File: src/rtl/verstr_pkg.sv
package verstr_pkg;
   typedef enum logic [1:0] {
      ST_IDLE  = 2'd0,
      ST_REWIND = 2'd1,
      ST_FETCH = 2'd2,
      ST_CLOSE = 2'd3
   } seq_state_t;

   localparam int unsigned BYTE_W = 8;
endpackage

File: src/rtl/verstr_scan.sv
// Splits one read word into ordered characters and counts the leading
// non-zero ones.
module verstr_scan
   import verstr_pkg::*;
#(
   parameter int unsigned CHUNK     = 4,
   parameter bit          FIRST_LOW = 1'b1,
   localparam int unsigned CNT_W    = $clog2(CHUNK + 1)
) (
   input  logic [CHUNK*BYTE_W-1:0]          word_in,
   output logic [CHUNK-1:0][BYTE_W-1:0]     chars,
   output logic [CNT_W-1:0]                 lead_cnt,
   output logic                             all_set
);
   logic [CHUNK-1:0] nonzero;

   for (genvar i = 0; i < CHUNK; i++) begin : g_lane
      if (FIRST_LOW) begin : g_low
         assign chars[i] = word_in[i*BYTE_W +: BYTE_W];
      end else begin : g_high
         assign chars[i] = word_in[(CHUNK-1-i)*BYTE_W +: BYTE_W];
      end
      assign nonzero[i] = |chars[i];
   end

   always_comb begin
      logic run;
      run      = 1'b1;
      lead_cnt = '0;
      for (int i = 0; i < CHUNK; i++) begin
         if (run && nonzero[i]) lead_cnt = lead_cnt + 1'b1;
         else                   run      = 1'b0;
      end
   end

   assign all_set = (lead_cnt == CNT_W'(CHUNK));
endmodule

File: src/rtl/verstr_store.sv
// Character buffer: a chunk write of up to CHUNK characters at a base
// index, a terminator write, and an indexed read.
module verstr_store
   import verstr_pkg::*;
#(
   parameter int unsigned CHUNK   = 4,
   parameter int unsigned MAX_LEN = 64,
   localparam int unsigned LEN_W  = $clog2(MAX_LEN + 1),
   localparam int unsigned CNT_W  = $clog2(CHUNK + 1),
   localparam int unsigned LANE_W = $clog2(CHUNK),
   localparam int unsigned DEPTH  = MAX_LEN + 1
) (
   input  logic                          clk,
   input  logic                          rst_n,
   input  logic                          chunk_we,
   input  logic                          term_we,
   input  logic [LEN_W-1:0]              base_idx,
   input  logic [CNT_W-1:0]              chunk_cnt,
   input  logic [CHUNK-1:0][BYTE_W-1:0]  chunk_chars,
   input  logic [LEN_W-1:0]              rd_idx,
   output logic [BYTE_W-1:0]             rd_char
);
   logic [DEPTH-1:0][BYTE_W-1:0] cells;

   for (genvar j = 0; j < DEPTH; j++) begin : g_cell
      logic [LEN_W:0] offs;
      logic           in_chunk;
      assign offs     = (LEN_W+1)'(j) - {1'b0, base_idx};
      assign in_chunk = ((LEN_W+1)'(j) >= {1'b0, base_idx}) &&
                        (offs < (LEN_W+1)'(chunk_cnt));

      always_ff @(posedge clk or negedge rst_n) begin
         if (!rst_n) begin
            cells[j] <= '0;
         end else if (term_we && (base_idx == LEN_W'(j))) begin
            cells[j] <= '0;
         end else if (chunk_we && in_chunk) begin
            cells[j] <= chunk_chars[offs[LANE_W-1:0]];
         end
      end
   end

   always_comb begin
      rd_char = '0;
      for (int j = 0; j < DEPTH; j++) begin
         if (rd_idx == LEN_W'(j)) rd_char = cells[j];
      end
   end
endmodule

File: src/rtl/verstr_ctrl.sv
// Sequence control: rewind write, chunk reads, stop decision, error abort.
module verstr_ctrl
   import verstr_pkg::*;
#(
   parameter int unsigned CHUNK     = 4,
   parameter int unsigned MAX_LEN   = 64,
   parameter int unsigned LOC_W     = 4,
   parameter int unsigned ADDR_W    = 16,
   parameter int unsigned LOC_SHIFT = 12,
   parameter logic [15:0] BASE_ADDR = 16'h0F90,
   localparam int unsigned LEN_W    = $clog2(MAX_LEN + 1),
   localparam int unsigned CNT_W    = $clog2(CHUNK + 1),
   localparam int unsigned NB_W     = $clog2(CHUNK + 1)
) (
   input  logic               clk,
   input  logic               rst_n,
   input  logic               start,
   input  logic [LOC_W-1:0]   loc,
   input  logic               bus_ack,
   input  logic               bus_err,
   input  logic [CNT_W-1:0]   scan_cnt,
   input  logic               scan_full,
   output logic               bus_req,
   output logic               bus_write,
   output logic [ADDR_W-1:0]  bus_addr,
   output logic [NB_W-1:0]    bus_nbytes,
   output logic [LEN_W-1:0]   len,
   output logic               busy,
   output logic               done,
   output logic               fail,
   output logic               chunk_we,
   output logic               term_we
);
   seq_state_t        state;
   logic [LOC_W-1:0]  loc_q;
   logic [LEN_W-1:0]  len_q;
   logic              fail_q;
   logic [LEN_W:0]    len_sum;
   logic              more;

   assign len_sum = {1'b0, len_q} + (LEN_W+1)'(scan_cnt);
   assign more    = scan_full && (len_sum < (LEN_W+1)'(MAX_LEN));

   always_ff @(posedge clk or negedge rst_n) begin
      if (!rst_n) begin
         state  <= ST_IDLE;
         loc_q  <= '0;
         len_q  <= '0;
         fail_q <= 1'b0;
      end else begin
         unique case (state)
            ST_IDLE: begin
               if (start) begin
                  state  <= ST_REWIND;
                  loc_q  <= loc;
                  len_q  <= '0;
                  fail_q <= 1'b0;
               end
            end
            ST_REWIND: begin
               if (bus_err) begin
                  state  <= ST_CLOSE;
                  fail_q <= 1'b1;
               end else if (bus_ack) begin
                  state <= ST_FETCH;
               end
            end
            ST_FETCH: begin
               if (bus_err) begin
                  state  <= ST_CLOSE;
                  fail_q <= 1'b1;
               end else if (bus_ack) begin
                  len_q <= len_sum[LEN_W-1:0];
                  if (!more) state <= ST_CLOSE;
               end
            end
            ST_CLOSE: state <= ST_IDLE;
            default:  state <= ST_IDLE;
         endcase
      end
   end

   assign bus_req    = (state == ST_REWIND) || (state == ST_FETCH);
   assign bus_write  = (state == ST_REWIND);
   assign bus_nbytes = (state == ST_REWIND) ? NB_W'(1) : NB_W'(CHUNK);
   assign bus_addr   = ADDR_W'(BASE_ADDR) | (ADDR_W'(loc_q) << LOC_SHIFT);
   assign len        = len_q;
   assign busy       = (state != ST_IDLE);
   assign done       = (state == ST_CLOSE);
   assign fail       = fail_q;
   assign chunk_we   = (state == ST_FETCH) && bus_ack && !bus_err;
   assign term_we    = (state == ST_CLOSE);


   req_hold_chk: assert property (@(posedge clk) disable iff (!rst_n)
      (bus_req && !bus_ack && !bus_err) |=> (bus_req && $stable(bus_addr) && $stable(bus_write)));


   start_ignored_chk: assert property (@(posedge clk) disable iff (!rst_n)
      (busy && start) |=> $stable(loc_q));


   err_abort_chk: assert property (@(posedge clk) disable iff (!rst_n)
      (bus_req && bus_err) |=> (done && fail && !bus_req));


   done_idle_chk: assert property (@(posedge clk) disable iff (!rst_n)
      done |=> (!busy && !done));


   len_cap_chk: assert property (@(posedge clk) disable iff (!rst_n)
      done |-> (len <= LEN_W'(MAX_LEN)));


   write_first_chk: assert property (@(posedge clk) disable iff (!rst_n)
      (bus_req && bus_write) |-> (len == '0 && bus_nbytes == NB_W'(1)));
endmodule

File: src/rtl/verstr_fetch.sv
module verstr_fetch
   import verstr_pkg::*;
#(
   parameter int unsigned CHUNK     = 4,
   parameter int unsigned MAX_LEN   = 64,
   parameter int unsigned LOC_W     = 4,
   parameter int unsigned ADDR_W    = 16,
   parameter int unsigned LOC_SHIFT = 12,
   parameter logic [15:0] BASE_ADDR = 16'h0F90,
   parameter bit          FIRST_LOW = 1'b1,
   localparam int unsigned LEN_W    = $clog2(MAX_LEN + 1),
   localparam int unsigned NB_W     = $clog2(CHUNK + 1),
   localparam int unsigned CNT_W    = $clog2(CHUNK + 1)
) (
   input  logic                     clk,
   input  logic                     rst_n,
   input  logic                     start,
   input  logic [LOC_W-1:0]         loc,
   output logic                     busy,
   output logic                     done,
   output logic                     fail,
   output logic [LEN_W-1:0]         str_len,
   input  logic [LEN_W-1:0]         rd_idx,
   output logic [7:0]               rd_char,
   output logic                     reg_req,
   output logic                     reg_write,
   output logic [ADDR_W-1:0]        reg_addr,
   output logic [NB_W-1:0]          reg_nbytes,
   output logic [7:0]               reg_wdata,
   input  logic                     reg_ack,
   input  logic                     reg_err,
   input  logic [CHUNK*8-1:0]       reg_rdata
);
   if (CHUNK < 2) begin : g_bad_chunk
      $error("CHUNK must be at least 2");
   end
   if ((MAX_LEN % CHUNK) != 0) begin : g_bad_cap
      $error("MAX_LEN must be a multiple of CHUNK");
   end
   if ((LOC_SHIFT + LOC_W) > ADDR_W) begin : g_bad_loc
      $error("locality field does not fit the address");
   end

   logic [CHUNK-1:0][BYTE_W-1:0] chars;
   logic [CNT_W-1:0]             scan_cnt;
   logic                         scan_full;
   logic                         chunk_we;
   logic                         term_we;

   verstr_scan #(.CHUNK(CHUNK), .FIRST_LOW(FIRST_LOW)) u_scan (
      .word_in  (reg_rdata),
      .chars    (chars),
      .lead_cnt (scan_cnt),
      .all_set  (scan_full)
   );

   verstr_ctrl #(
      .CHUNK(CHUNK), .MAX_LEN(MAX_LEN), .LOC_W(LOC_W), .ADDR_W(ADDR_W),
      .LOC_SHIFT(LOC_SHIFT), .BASE_ADDR(BASE_ADDR)
   ) u_ctrl (
      .clk        (clk),
      .rst_n      (rst_n),
      .start      (start),
      .loc        (loc),
      .bus_ack    (reg_ack),
      .bus_err    (reg_err),
      .scan_cnt   (scan_cnt),
      .scan_full  (scan_full),
      .bus_req    (reg_req),
      .bus_write  (reg_write),
      .bus_addr   (reg_addr),
      .bus_nbytes (reg_nbytes),
      .len        (str_len),
      .busy       (busy),
      .done       (done),
      .fail       (fail),
      .chunk_we   (chunk_we),
      .term_we    (term_we)
   );

   verstr_store #(.CHUNK(CHUNK), .MAX_LEN(MAX_LEN)) u_store (
      .clk         (clk),
      .rst_n       (rst_n),
      .chunk_we    (chunk_we),
      .term_we     (term_we),
      .base_idx    (str_len),
      .chunk_cnt   (scan_cnt),
      .chunk_chars (chars),
      .rd_idx      (rd_idx),
      .rd_char     (rd_char)
   );

   assign reg_wdata = 8'h00;


   term_slot_chk: assert property (@(posedge clk) disable iff (!rst_n)
      (done && rd_idx > LEN_W'(MAX_LEN)) |-> (rd_char == 8'h00));
endmodule

File: config.mk
export PLATFORM = sky130hd
export DESIGN_NAME = verstr_fetch
export DESIGN_NICKNAME = d
export VERILOG_FILES = /design/src/rtl/verstr_pkg.sv /design/src/rtl/verstr_scan.sv /design/src/rtl/verstr_store.sv /design/src/rtl/verstr_ctrl.sv /design/src/rtl/verstr_fetch.sv
export SDC_FILE = /design/constraint.sdc
export NUM_CORES = 1
export LEC_CHECK = 0
export ABC_CLOCK_PERIOD_IN_PS = 12200
export CAP_MARGIN = 20
export CELL_PAD_IN_SITES_DETAIL_PLACEMENT = 1
export CELL_PAD_IN_SITES_GLOBAL_PLACEMENT = 2
export CORE_MARGIN = 2
export CORE_UTILIZATION = 30
export DETAILED_ROUTE_END_ITERATION = 6
export PLACE_DENSITY_LB_ADDON = 0.08
export SLEW_MARGIN = 20
export SYNTH_ARGS = -nofsm -noshare
export SYNTH_HDL_FRONTEND = slang
export SYNTH_SLANG_ARGS = --single-unit
File: constraint.sdc
create_clock -name clk -period 12.2 [get_ports clk]
set_clock_uncertainty 0.05 [all_clocks]
set_input_delay 2.44 -clock clk [delete_from_list [all_inputs] [get_ports clk]]
set_output_delay 2.44 -clock clk [all_outputs]
set_load 0.01 [all_outputs]
After elaboration in Yosys (flattened, before gate mapping)
Cells that the tools add are included.
{ "word_totals": {"wordCells": 1103, "ff_bits": 534, "output_inout_bits": 47, "in_bits": 48} }
{ "classes": {"n_reduce_logical": 283, "n_lt_le_gt_ge": 196, "mux": 347, "n_addsub": 69, "n_eq_ne": 139} }
{ "op_table": {"columns": ["op", "n"], "rows": [
  ["$mux 8", 260],
  ["$bmux 8 s2", 65],
  ["$lt 8x3->1", 65],
  ["$eq 7x6->1 const B", 64],
  ["$sub 6x7->8 const A", 32],
  ["$eq 7x5->1 const B", 32],
  ["$ge 6x7->1 const A", 32],
  ["$logic_and 1x1->1", 201],
  ["$lt 2x3->1 const B", 65],
  ["$reduce_bool 2->1", 68],
  ["$sub 5x7->8 const A", 16],
  ["$eq 7x4->1 const B", 16],
  ["$ge 5x7->1 const A", 16],
  ["$sub 4x7->8 const A", 8],
  ["$eq 7x3->1 const B", 8],
  ["$ge 4x7->1 const A", 8],
  ["$reduce_or 8->1", 4],
  ["$sub 3x7->8 const A", 4],
  ["$eq 7x2->1 const B", 4],
  ["$ge 3x7->1 const A", 4],
  ["$mux 7", 3],
  ["$sub 1x7->8 const A", 2],
  ["$sub 2x7->8 const A", 2],
  ["$eq 7x1->1 const B", 2],
  ["other kinds (29)", 53]
]} }

Longest topological paths before layout
{ "depth": {"word_depth": 66, "mapped_depth": 18, "ltp_nobuf": 16} }

Cells and area by module
From an unflattened synthesis, not the netlist that was laid out.
{ "hier_totals": {"hier_cells": 3574, "hier_area_um2": 32291.0} }
{ "modules_own_cells": {"columns": ["module", "area_per_inst_um2", "seq_area_each_um2", "instances", "cells_each"], "rows": [
  ["verstr_store", 30824.6, 13012.5, 1, 3408],
  ["verstr_ctrl", 1002.2, 350.3, 1, 103],
  ["verstr_scan", 400.4, 0.0, 1, 54],
  ["verstr_fetch", 63.8, 0.0, 1, 9]
]} }

Worst setup path before layout
OpenSTA, ideal clock, no wires.
{ "synth_path": {"kind": "input -> output", "startpoint": "input rd_idx[2]", "endpoint": "output rd_char[0]", "arrival_time_ns": 4.407, "slack_ns": 5.303, "required_ns": 9.710, "path_stages": 11, "cell_sequence": "buf_2 buf_2 buf_2 inv_1 clkbuf_1 a211oi_1 a2111oi_0 a211oi_1 o211ai_1 nand3_1 a211oi_1"} }
{ "synth_via": {"elab_chain_len": 66} }
{ "synth_rtl": {"columns": ["item", "line", "text"], "rows": [
  ["start: declaration", "verstr_fetch.sv:23", "input logic [LEN_W-1:0] rd_idx,"],
  ["$logic_not 7->1", "verstr_store.sv:46", "if (rd_idx == LEN_W'(j)) rd_char = cells[j];"],
  ["$mux 8 (64 in a row)", "verstr_store.sv:46", null],
  ["$mux 8 *", "verstr_store.sv:46", null],
  ["end: declaration", "verstr_fetch.sv:24", "output logic [7:0] rd_char,"]
]} }
Every way passes the cells marked *; elsewhere a longest branch is shown, timed or not.

Final worst setup path
{ "layout_path": {"startpoint": "input rd_idx[1]", "endpoint": "output rd_char[7]"} }
The elaborated chain is that of the path after synthesis.

==> tab_implementation.tex <==
\begin{tabular}{lr}
\hline
Metric & Value \\
\hline
\multicolumn{2}{l}{\textbf{Yosys}} \\
Asr flop ratio synth & 100\% \\
Area fraction in compound gates after synthesis & between 10\% and 20\% \\
Share of synthesized cell area in full adder, half adder and majority cells & approximately 1.8\% \\
Number of instances in the synthesized netlist & around 3.4k \\
Largest cells by area after synthesis & sky130\_fd\_sc\_hd\_\_dfrtp\_1, sky130\_fd\_sc\_hd\_\_mux2i\_1, sky130\_fd\_sc\_hd\_\_nor2\_1 \\
Synth Area in Simple Gates & between 10\% and 20\% \\
Sequential share of the synthesized area & 41.3\% \\
Register bit total from synthesis & 534 \\
Distinct cell type count after synthesis & $\sim$110 \\
Largest family of logic cells by synthesized area & compound AO/OA/AOI/OAI gates \\
Multiplexer area fraction after synthesis & 16.3\% \\
Library cell occupying the most area in the post-synthesis netlist & sky130\_fd\_sc\_hd\_\_dfrtp\_1 \\
Top FF cell, synth & sky130\_fd\_sc\_hd\_\_dfrtp\_1 \\
Warnings, synthesis & 0 \\
Xor and xnor area share after synthesis & under 10\% \\
Mean instance size in the synthesized netlist & approximately 9.6 um\^{}2 \\
Number of flops mapped to enable cells by yosys & 0 \\
Mapped Area & 32,400 um\^{}2 \\
Area fraction of the dominant cell type after synthesis & between 40\% and 50\% \\
\multicolumn{2}{l}{\textbf{Layout}} \\
Most frequent cells in the layout & sky130\_fd\_sc\_hd\_\_nor2\_1, sky130\_fd\_sc\_hd\_\_dfrtp\_1, sky130\_fd\_sc\_hd\_\_mux2i\_1 \\
FF+latch area & approximately 13,000 um\^{}2 \\
Area of the multi-input gates & roughly 18,000 um\^{}2 \\
Most common cell after layout, fill and taps aside & sky130\_fd\_sc\_hd\_\_nor2\_1 \\
Final instance area & roughly 37,000 um\^{}2 \\
Number of filler instances in the final layout & around 12k \\
Fraction of final layout cells sized beyond drive strength 1 & between 10\% and 20\% \\
Fin nets & between 3k and 4k \\
Post-Route Utilization & about a third \\
Area delta synth->final & 14.4\% \\
\multicolumn{2}{l}{\textbf{Clock network}} \\
Cts hold-fix bufs & 0 \\
CTS tree & done \\
Number of clock sinks & 534 \\
Clock root buffer master & sky130\_fd\_sc\_hd\_\_clkbuf\_16 \\
Cells resized by post-CTS repair & 0 \\
Maximum clock path buffer count & 3 \\
Post-CTS Repair Setup Buffers & 0 \\
Latest clock arrival within the worst-skew pair & roughly 670 ps \\
Clock buffer count from CTS & 70 \\
Clock-pin slew on the worst setup and hold paths & 60 ps \\
H-tree lvl count & 3 \\
\multicolumn{2}{l}{\textbf{Worst setup path}} \\
Required time of the worst setup path & between 9000 and 10,000 ps \\
Category of the worst setup path launch point & input port \\
WP data arrival & 7010 ps \\
Kind of critical path & in2out \\
Critical Path Sink Type & output pin \\
Critical path fanouts, max & 65 \\
\multicolumn{2}{l}{\textbf{Global route}} \\
Vias in the first global route & 30.8k \\
Overall routing resource usage & a little over a third \\
Maximum number of pins on one net before global-route repair & 164 \\
Global-route congestion overflow total & 0 \\
Antenna violations before repair & 11 \\
Global-route wire length before repair & about 280,000 um \\
\multicolumn{2}{l}{\textbf{Pwr}} \\
Switching Fraction & approximately 40\% \\
Power density over cell area & roughly 180 nW/um\^{}2 \\
Net Sw Power & 2740 uW \\
Maximum ir drop on the vdd rail & slightly above 100 uV \\
Portion of total power attributed to sequential cells & 39.2\% \\
Internal Pwr Total & between 4000 and 5000 uW \\
Leakage Power & around 0.017 uW \\
Part of the total power dissipated in the clock network & between 30\% and 40\% \\
Combinational Power Share & between 20 and 30\% \\
\multicolumn{2}{l}{\textbf{Floorplan}} \\
Die height & 332 um \\
Effective utilization at floorplan & a little under a third \\
Horiz. Die Dim & roughly 330 um \\
Std-Cell Rows & 120 \\
Core ar. & about 110,000 um\^{}2 \\
DIE AREA & 110,000 um\^{}2 \\
I/O pin cnt & between 90 and 100 \\
\multicolumn{2}{l}{\textbf{Detailed routing}} \\
Vias post-DR & just over 30k \\
Sum of routed wire length over all layers & a little over 200,000 um \\
Avg WL per Cell & about 43 um \\
Residual DRC count & 0 \\
Vias per cell & about 6.4 \\
Antenna Violating Nets Remaining & 0 \\
Number of detailed-route iterations in the first pass & 6 \\
Number of violations reported at the end of detailed-routing iteration 0 & 3,792 \\
\multicolumn{2}{l}{\textbf{STA}} \\
Max-slew violation count & 0 \\
Clock period minus final worst setup slack & approximately 9500 ps \\
Sum Neg Setup Slack & 0 ps \\
Final Hold Vio Count & 0 \\
Tightest Pin Transition & between 1000 and 1500 ps \\
Final period util & slightly below 80\% \\
Setup repair after global routing missed its margin & no \\
Headroom to the max-slew limit & between 10 and 15\% \\
Number of endpoints failing setup at the final stage & 0 \\
Max Freq & 105 MHz \\
\multicolumn{2}{l}{\textbf{Placement}} \\
Post-Place Cell Area & 34,600 um\^{}2 \\
HPWL reported at the end of detailed placement & $\sim$150,000 um \\
\# port buffers & 73 \\
Final RePlAce weighted congestion & $\sim$1 \\
\multicolumn{2}{l}{\textbf{Outcome}} \\
Result of the run & completed \\
\multicolumn{2}{l}{\textbf{Hold path}} \\
Worst min-delay path class & reg2reg \\
\multicolumn{2}{l}{\textbf{Run}} \\
Maximum Capacitance Violations & 0 \\
\hline
\end{tabular}
-- flip-flops by register name (all words and copies together) (netlist names) --
name,count
u_ctrl.loc_q,4
u_store.cells,520
u_ctrl.fail,1
u_ctrl.len,7
u_ctrl.state,2
-- stage by stage --
stage | hold slack (ps) | power, uW | instances | worst slack, ps
2_1_floorplan | 399 | 3570 | 3395 | 5300
3_3_place_gp | 421 | 4590 | 4696 | 2890
3_5_place_dp | 427 | 4630 | 4697 | 2900
4_1_cts | 445 | 6810 | 4819 | 2870
5_1_grt | 469 | 7070 | 4820 | 2800
6_report | 446 | 6840 | 4822 | 2700
-- cells by family (layout without fill, tap and decap cells) --
logic type      after synthesis  in the layout
compound gates              837            837
mux                         479            479
buf+inv                     327            349
xor+xnor                     46             46
flops                       534            534
fa+ha+maj                    45             45
other cells                   2             23
simple gates               1106           1106
-- metal layers --
metal | track usage [%] | part of all wire, % | wire, um | vias up
met5 | 0 | 0.019 | 40 | -
met4 | 14.8 | 4.7 | 9710 | 6
met3 | 7.31 | 7.8 | 16000 | 368
met2 | 54.9 | 43 | 88600 | 1629
met1 | 51.5 | 44 | 91400 | 16500
li1 | - | - | - | 12300
-- power groups by stage --
stage / clock network [uW] / logic [uW] / registers (uW)
2_1_floorplan: 0 / 1170 / 2400
3_3_place_gp: 0 / 1900 / 2680
3_5_place_dp: 0 / 1960 / 2670
4_1_cts: 2190 / 1960 / 2660
5_1_grt: 2260 / 2120 / 2690
6_report: 2170 / 1990 / 2680
-- synth_stat cells (all sizes together), types with 36 or more instances --
master	count
o21ai	158
nor3	43
inv	47
mux2i	426
a21oi	154
dfrtp	534
mux4	36
nor2b	43
nand3	62
clkbuf	106
a22o	120
a22oi	39
nor2	575
ha	44
o22ai	52
buf	172
nand2	176
-- final cells by class --
cell class | instances | share of cell area, %
Timing Repair Buffer | 178 | 4.25
Clock inverter | 26 | 0.869
Inverter | 49 | 0.497
Tap cell | 1403 | 4.74
Multi-Input combinational cell | 2534 | 48.1
Sequential cell | 534 | 36.1
Clock buffer | 96 | 5.44
Antenna cell | 2 | 0.0135
-- critical path: stages --
cell                              delay (ps)
sky130_fd_sc_hd__buf_6                   460
sky130_fd_sc_hd__buf_4                   580
sky130_fd_sc_hd__nor4b_2                 280
sky130_fd_sc_hd__buf_4                   230
sky130_fd_sc_hd__nand2_1                 180
sky130_fd_sc_hd__o221ai_1                640
sky130_fd_sc_hd__o2111ai_1               530
sky130_fd_sc_hd__a211oi_1                840
sky130_fd_sc_hd__o21ai_1                 230
sky130_fd_sc_hd__clkdlybuf4s50_1         530
-- final timing paths --
kind	start	endpoint	slack, ps	depth (start not counted)
setup reg to reg	u_ctrl.len[3]	u_store.cells[518]	7740	10
setup / recovery	rd_idx[1]	rd_char[7]	2700	10
hold reg to reg	u_store.cells[151]	u_store.cells[151]	450	1
max in group asynchronous	rst_n	u_store.cells[305]	8000	3
hold / removal	u_store.cells[151]	u_store.cells[151]	450	1
min in group asynchronous	rst_n	u_store.cells[166]	1690	1
(Power assumes the default switching activity.)
